### config.mk
export PLATFORM = sky130hd
export DESIGN_NAME = i2c_regmem_slave
export DESIGN_NICKNAME = d
export VERILOG_FILES = /design/src/rtl/i2c_regmem_slave.sv
export SDC_FILE = /design/constraint.sdc
export NUM_CORES = 1
export LEC_CHECK = 0
export ABC_CLOCK_PERIOD_IN_PS = 3670
export BUFFER_PORTS_ARGS = -buffer_cell sky130_fd_sc_hd__buf_2
export CORE_ASPECT_RATIO = 2
export CORE_UTILIZATION = 59
export CTS_CLUSTER_SIZE = 24
export DETAILED_ROUTE_END_ITERATION = 8
export PLACE_DENSITY = 0.83
export SYNTH_ARGS = -nofsm -noshare
export SYNTH_HDL_FRONTEND = slang
export SYNTH_SLANG_ARGS = --single-unit
### constraint.sdc
create_clock -name clk -period 3.67 [get_ports clk]
set_input_delay 0.1835 -clock clk [delete_from_list [all_inputs] [get_ports clk]]
set_output_delay 0.1835 -clock clk [all_outputs]
set_load 0.01 [all_outputs]
### src/rtl/i2c_regmem_slave.sv
module i2c_regmem_slave #(
  parameter logic [6:0] REG_SLAVE = 7'h6F,
  parameter logic [6:0] MEM_SLAVE = 7'h57,
  parameter logic [7:0] REG_TOP   = 8'h2F,
  parameter logic [7:0] LOCK_TOP  = 8'h06,
  parameter int         MEM_DEPTH = 128
) (
  input  logic       clk,
  input  logic       rst_n,
  input  logic       scl_i,
  input  logic       sda_i,
  input  logic       on_backup,
  input  logic       clk_wr_unlock,
  output logic       sda_oe,
  output logic       reg_wr,
  output logic [5:0] reg_addr,
  output logic [7:0] reg_wdata,
  input  logic [7:0] reg_rdata,
  output logic       snap_load
);
  localparam int MEM_AW = $clog2(MEM_DEPTH);

  typedef enum logic [2:0] {S_IDLE, S_ADDR, S_WORD, S_WDATA, S_ACK, S_RDATA, S_RACK} state_t;

  logic [1:0] scl_s, sda_s;
  logic       scl_q, sda_q;
  state_t     state, ack_to;
  logic [3:0] bitcnt;
  logic [7:0] shreg, txsh, ptr;
  logic       is_mem, mack, inc_pend;
  logic              mem_we;
  logic [MEM_AW-1:0] mem_wa;
  logic [7:0]        mem_wd;
  logic [7:0]        mem [MEM_DEPTH];

  wire scl_r = scl_s[1];
  wire sda_r = sda_s[1];
  wire start = scl_r & scl_q & sda_q & ~sda_r;
  wire stop  = scl_r & scl_q & ~sda_q & sda_r;
  wire rise  = scl_r & ~scl_q;
  wire fall  = ~scl_r & scl_q;

  logic [MEM_AW-1:0] mem_inc;
  logic [7:0]        ptr_nxt, rd_byte;
  logic              wr_ok, hit_reg, hit_mem;

  assign mem_inc  = ptr[MEM_AW-1:0] + 1'b1;
  assign ptr_nxt  = is_mem ? {{(8-MEM_AW){1'b0}}, mem_inc} : ptr + 8'd1;
  assign rd_byte  = is_mem ? mem[ptr[MEM_AW-1:0]] : ((ptr <= REG_TOP) ? reg_rdata : 8'h00);
  assign wr_ok    = (ptr <= REG_TOP) && ((ptr > LOCK_TOP) || clk_wr_unlock);
  assign hit_reg  = shreg[7:1] == REG_SLAVE;
  assign hit_mem  = shreg[7:1] == MEM_SLAVE;
  assign reg_addr = ptr[5:0];

  always_ff @(posedge clk or negedge rst_n) begin
    if (!rst_n) begin
      scl_s <= 2'b11; sda_s <= 2'b11; scl_q <= 1'b1; sda_q <= 1'b1;
    end else begin
      scl_s <= {scl_s[0], scl_i}; sda_s <= {sda_s[0], sda_i};
      scl_q <= scl_r; sda_q <= sda_r;
    end
  end

  always_ff @(posedge clk or negedge rst_n) begin
    if (!rst_n) begin
      state <= S_IDLE; ack_to <= S_IDLE; bitcnt <= '0;
      shreg <= '0; txsh <= '0; ptr <= '0;
      is_mem <= 1'b0; mack <= 1'b0; inc_pend <= 1'b0;
      sda_oe <= 1'b0; reg_wr <= 1'b0; reg_wdata <= '0; snap_load <= 1'b0;
      mem_we <= 1'b0; mem_wa <= '0; mem_wd <= '0;
    end else begin
      reg_wr <= 1'b0; snap_load <= 1'b0; mem_we <= 1'b0;
      if (on_backup) begin
        state <= S_IDLE; sda_oe <= 1'b0;
      end else if (start) begin
        state <= S_ADDR; bitcnt <= '0; sda_oe <= 1'b0; inc_pend <= 1'b0;
      end else if (stop) begin
        state <= S_IDLE; sda_oe <= 1'b0;
      end else if (rise) begin
        case (state)
          S_ADDR, S_WORD, S_WDATA: begin
            shreg <= {shreg[6:0], sda_r}; bitcnt <= bitcnt + 4'd1;
          end
          S_RDATA: bitcnt <= bitcnt + 4'd1;
          S_RACK:  mack <= ~sda_r;
          default: ;
        endcase
      end else if (fall) begin
        case (state)
          S_ADDR: if (bitcnt == 4'd8) begin
            if (hit_reg || hit_mem) begin
              is_mem <= hit_mem; sda_oe <= 1'b1; state <= S_ACK;
              ack_to <= shreg[0] ? S_RDATA : S_WORD;
              snap_load <= shreg[0] & hit_reg;
            end else state <= S_IDLE;
          end
          S_WORD: if (bitcnt == 4'd8) begin
            ptr <= is_mem ? {1'b0, shreg[6:0]} : shreg;
            sda_oe <= 1'b1; state <= S_ACK; ack_to <= S_WDATA;
          end
          S_WDATA: if (bitcnt == 4'd8) begin
            if (is_mem) begin
              mem_we <= 1'b1; mem_wa <= ptr[MEM_AW-1:0]; mem_wd <= shreg;
            end else if (wr_ok) begin
              reg_wr <= 1'b1; reg_wdata <= shreg;
            end
            inc_pend <= 1'b1; sda_oe <= 1'b1; state <= S_ACK; ack_to <= S_WDATA;
          end
          S_ACK: begin
            bitcnt <= '0;
            if (ack_to == S_RDATA) begin
              txsh <= {rd_byte[6:0], 1'b0}; sda_oe <= ~rd_byte[7];
              ptr <= ptr_nxt; state <= S_RDATA;
            end else begin
              sda_oe <= 1'b0; state <= ack_to;
              if (inc_pend) ptr <= ptr_nxt;
              inc_pend <= 1'b0;
            end
          end
          S_RDATA: if (bitcnt == 4'd8) begin
            sda_oe <= 1'b0; state <= S_RACK;
          end else begin
            sda_oe <= ~txsh[7]; txsh <= {txsh[6:0], 1'b0};
          end
          S_RACK: if (mack) begin
            bitcnt <= '0; txsh <= {rd_byte[6:0], 1'b0}; sda_oe <= ~rd_byte[7];
            ptr <= ptr_nxt; state <= S_RDATA;
          end else state <= S_IDLE;
          default: ;
        endcase
      end
    end
  end

  always_ff @(posedge clk) if (mem_we) mem[mem_wa] <= mem_wd;
endmodule


# After elaboration in Yosys (flattened, before gate mapping)
# Memories as Yosys holds them, arrays and structs flattened.
# Index checks and enable logic that the tools add are counted.
# op_classes
addsub	3
n_mul	0
div_mod_pow	0
n_lt_le_gt_ge	2
eq_ne	30
shift	0
n_mux	82
n_bitwise	19
n_reduce_logical	27
# op_table
op	count
$mux W8	11
$pmux W8 S3	2
$mux W3	15
$mux W1	43
$reduce_and A9 Y1	4
$mux W4	6
$ne A5 B5 Y1 const B	4
$ne A2 B2 Y1 const B	8
$reduce_and A8 Y1	2
$pmux W3 S5	1
$eq A7 B7 Y1 const B	2
$reduce_and A7 Y1	2
$eq A3 B3 Y1 const B	4
$ne A3 B3 Y1 const B	4
$reduce_and A6 Y1	2
$reduce_bool A3 Y1	4
$not A1 Y1	11
$reduce_and A5 Y1	2
$add A8 B1 Y8 const B	1
$and A1 B1 Y1	8
$gt A8 B3 Y1 const B	1
$le A8 B6 Y1 const B	1
$ne A4 B4 Y1 const B	2
$pmux W4 S2	1
18 further kinds	22
# totals
register_bits	70
latch_bits	0
ram_bits	1024
romBits	0
inputBits	14
output_inout_bits	17
elab_cells	184
n_memories	1
# memory_table
memory	words	word_bits	rd	rd_clocked_by_memory_dff	write_ports	line	source
mem	128	8	1	0	1	34	logic [7:0] mem [MEM_DEPTH];

# Depth between registers and ports, before layout
# logic_depth
depth_word	12
depth_mapped	13
depth_no_buf	8

# Worst setup path after synthesis
# No wires, ideal clock.
# synth_timing
kind	register to register
start	register ptr[0]
end	register reg_wdata[0]
setup_ns	0.128
arrival_ns	2.409
setup_slack_ns	1.134
path_stages_with_launch	13
synth_period_minus_slack_ns	2.536
cell_sequence	dfrtp_1 -> buf_6 -> buf_12 -> buf_6 -> buf_6 -> buf_6 -> inv_2 -> ha_1 -> o21ai_0 -> nor2_1 -> or3_1 -> buf_2 -> mux2_1
# synth_between
elab_chain_len	4
word_cells_on_any_way	5
cone_classes	order compare: 2; reduce/logical: 3
# synth_rtl
item	line	source
start, declared	29	logic [7:0] shreg, txsh, ptr;
start signal, assigned	98	ptr <= is_mem ? {1'b0, shreg[6:0]} : shreg;
start signal, assigned	116	if (inc_pend) ptr <= ptr_nxt;
$gt A8 B3 Y1	50	assign wr_ok = (ptr <= REG_TOP) && ((ptr > LOCK_TOP) || clk_wr_unlock);
$logic_or A1 B1 Y1	50	
$logic_and A1 B1 Y1 (*)	50	
$reduce_and A9 Y1 (no source line) (*)	n/a	
end signal, assigned	69	sda_oe <= 1'b0; reg_wr <= 1'b0; reg_wdata <= '0; snap_load <= 1'b0;
end signal, assigned	105	reg_wr <= 1'b1; reg_wdata <= shreg;
end, declared	17	output logic [7:0] reg_wdata,
# Mark *: on every way between the ends. The rest lies on a longest branch, timed or not.
# A chain may end at the register's enable or synchronous reset.

# Final worst setup path
# layout_timing
start	register ptr[0]
end	register txsh[5]
# layout_between
elab_chain_len	5
word_cells_on_any_way	7
cone_classes	order compare: 1; mux: 5; memory: 1
# layout_rtl
item	line	source
parallel branches: the longest is 2 deep, another holds $mem_v2 Z128 W8	n/a	
$mux W8 (*)	49	assign rd_byte = is_mem ? mem[ptr[MEM_AW-1:0]] : ((ptr <= REG_TOP) ? reg_rdata : 8'h00);
$mux W8, on equally long branches	125, 111	
$pmux W8 S3 (*)	89	case (state)
end signal, assigned	112	txsh <= {rd_byte[6:0], 1'b0}; sda_oe <= ~rd_byte[7];
end signal, assigned	123	sda_oe <= ~txsh[7]; txsh <= {txsh[6:0], 1'b0};
end, declared	29	
# Every way passes the cells marked *. The select of a mux whose other input is x is not followed.

==> flow_summary.toml <==
[route]
post-route-drc-count = 0
num_vias = 23900
wirelength_um = 118000
vias_per_cell = 7.03
firstDrtPassIters = 9
avgRoutedWirePerCell_um = 34.8
drt_iter0_drc = 3524
ant_nets = 0

[finish]
fillCellCount = 4250
antenna_cells = 0
area_growth_pct = 12.1
finalNetCount = 2425
drive_gt1_share_pct = 26.6
final_cells = 3401

[synthesis]
synth.most_common_cell = "edfxtp_1"
syn_nets = 2233
yosysTopAreaCell = "edfxtp_1"
synth_area_leaders = "edfxtp_1 71%, mux4_2 12%, dfrtp_1 3.6%"
async_flop_share_pct = 6.31
synth_seq_cells = 1093
synthTopCellsByCount = "1,024 x edfxtp_1, 232 x mux4_2, 158 x nor2_1"
synth_ff_type = "edfxtp_1"
synth_edf_count = 1024
synth_cells = 2215
synth-seq-area-share_pct = 74.9
yosysWarnings = 0
ys_types = 74
syn_avg_cell_area_um2 = 19.6
synth_top_area_share_pct = 70.9
syn_area_um2 = 43400

[cts]
cts_buffers = 85
cts_resized = 0
cts_root_buf = "clkbuf_16"
cts_tree = "yes"
postCtsSetupBuffers = 0
h-tree-depth = 3
cts.clk_slew.worst_paths_ps = 70
clock-sinks = 1093
clk_latency_ps = 690
cts_buffer_depth = 3

[pwr]
p_leak_nw = 16.5
power_mw = 24.8
power-per-cell-area_nw_per_um2 = 510
vdd_drop_max_mv = 0.323

[worst_setup_path]
start_kind = "flip-flop"
crit_type = "flip-flop to flip-flop"
crit_fanout = 39
reg2reg_to = "txsh[5]"
crit_slowest_cell = "a21oi_1"
crit_path_max_incr_delay_ps = 640
cp-end-kind = "flip-flop"
crit_path_cell_trace = "buf_12, buf_4, mux4_2, a22o_1, o21ai_0, o311ai_1, a21oi_1, o21ai_1"
rr_worst_depth = 8
reg2reg_slack_ps = 310
crit_arrival_ps = 3880
cp.required_ps = 4190
r2r-start = "ptr[0]"

[global_route]
overflow = 0
grt_max_degree = 106
grt_usage_pct = 32.4
grt_pass1_vias = 24500
grt_antenna_before_repair = 7
grt_first_pass_wirelength_um = 170000

[timing]
fin_crit_sh_pct = 91.6
relSlewSlack_pct = 18.6
hold_viol = 0
slew_violations = 0
tns_ps = 0
max_freq_mhz = 298
rsz0062_at_grt = "false"
tightestPinTransition_ps = 1220
finalSetupViolCount = 0
period_minus_slack_ps = 3360
skew_ps = 28.3

[place]
hpwlAfterDp_um = 73100
dp_cells = 3233
portBuffers = 30
place_congestion = 0.977

[flow_run]
drv_cap = 0

[floorplanning]
core-area_um2 = 72700
io_pins = 31
rows = 140
die-area_um2 = 74700
initial_core_util_pct = 59.7
die_w_um = 194
fp.dieH_um = 385

[min_path]
min_to = "sda_oe"
hp-class = "input pin to flip-flop"
min_path_cells = 6
min_from = "reg_rdata[7]"

[outcome]
status = "complete, no violations"
[flip-flops by register name (all words and copies together), names as in the netlist]
register and cells:
mem_we 1, scl_q 1, snap_load 1, bitcnt 4, ptr 8, sda_s 2, state 3, ack_to 3
mem 1024, reg_wdata 8, mem_wa 7, inc_pend 1, sda_q 1, scl_s 2, sda_oe 1, shreg 8
txsh 7, reg_wr 1, mem_wd 8, is_mem 1, mack 1
[layout make-up]
cell class | instances | area [um2] | area share [%]
Clock buffer | 102 | 2330 | 4.79
Tap cell | 923 | 1150 | 2.38
Sequential cell | 1093 | 32500 | 66.9
Clock inverter | 56 | 641 | 1.32
Timing Repair Buffer | 236 | 1820 | 3.75
Inverter | 16 | 60.1 | 0.124
Multi-Input combinational cell | 975 | 10100 | 20.7
[per-layer routing]
metal	vias up	routed length [um]	part of all wire (%)	GRT usage (%)
met5	-	107	0.090	0
met4	12	10500	8.9	24.6
met3	542	11800	10	6.41
met2	1903	59400	50	55.1
met1	12000	36400	31	36.4
li1	9445	-	-	-
[critical path, delay by kind of cell, from the launching register on]
kind                   cells  cell delay (ps)
buffers and inverters      2              600
multiplexers               1              520
flip-flops                 1              630
AO/OA/AOI/OAI              5             1380
[power breakdown]
part	switching, mW	internal (mW)
logic	0.823	0.577
registers	0.140	13.5
clock network	4.43	5.37
[metrics by stage]
stage	utilization (%)	instance area (um2)	setup WS (ps)	hold slack (ps)
finish	66.9	48600	309	160
floorplan	-	43400	1130	-112
global placement	62.6	45500	468	294
CTS	66.9	48600	413	125
global route	66.9	48600	239	167
detailed placement	62.6	45500	413	290
[worst max-delay path by stage]
| stage | start | to | depth (start not counted) |
|---|---|---|---|
| floorplan | ptr[0] | reg_wdata[0] | 12 |
| global placement | ptr[0] | txsh[4] | 7 |
| detailed placement | ptr[0] | txsh[4] | 7 |
| CTS | ptr[0] | txsh[4] | 7 |
| global route | ptr[0] | txsh[5] | 8 |
| finish | ptr[0] | txsh[5] | 8 |
[kinds of logic (layout without fill, tap and decap cells)]
| kind of cell | Yosys count | in the layout | share of synthesized area, % |
|---|---|---|---|
| buffers and inverters | 147 | 410 | 1.91 |
| DFF | 1093 | 1093 | 74.9 |
| xor gates and xnor gates | 1 | 1 | 0.0202 |
| AOI/OAI and AO/OA | 253 | 253 | 4.05 |
| adders and majority gates | 4 | 4 | 0.115 |
| and+or+nand+nor | 358 | 358 | 3.84 |
| muxes | 359 | 359 | 15.2 |
[what timing repair did]
action	in CTS	in global routing
hold endpoints to repair	50	0
endpoints found under the setup margin	0	0
hold buffers	10	0
[cell usage in the layout, fill, tap and decap left out, types with 9 or more instances in the layout]
cell type and n:
o22ai_1 15, buf_4 188, o211ai_1 10, mux4_2 232, and3_1 9, dlygate4sd3_1 10, a221oi_1 13, nor2b_1 14
buf_2 30, o21ai_0 44, mux2i_1 89, a21oi_1 46, nand2b_1 14, nor3_1 16, a22oi_1 33, nor2_1 157
clkbuf_16 89, a31oi_1 10, clkinv_1 10, clkinv_2 13, nand3_1 19, and2_1 11, edfxtp_1 1024, o221ai_1 26
nand2_1 75, clkinvlp_4 10, dfrtp_1 51, dfrtp_4 10, bufinv_16 11, mux2_2 29, inv_1 14, a22o_1 15
No activity file was read; power rests on OpenSTA's default activity.
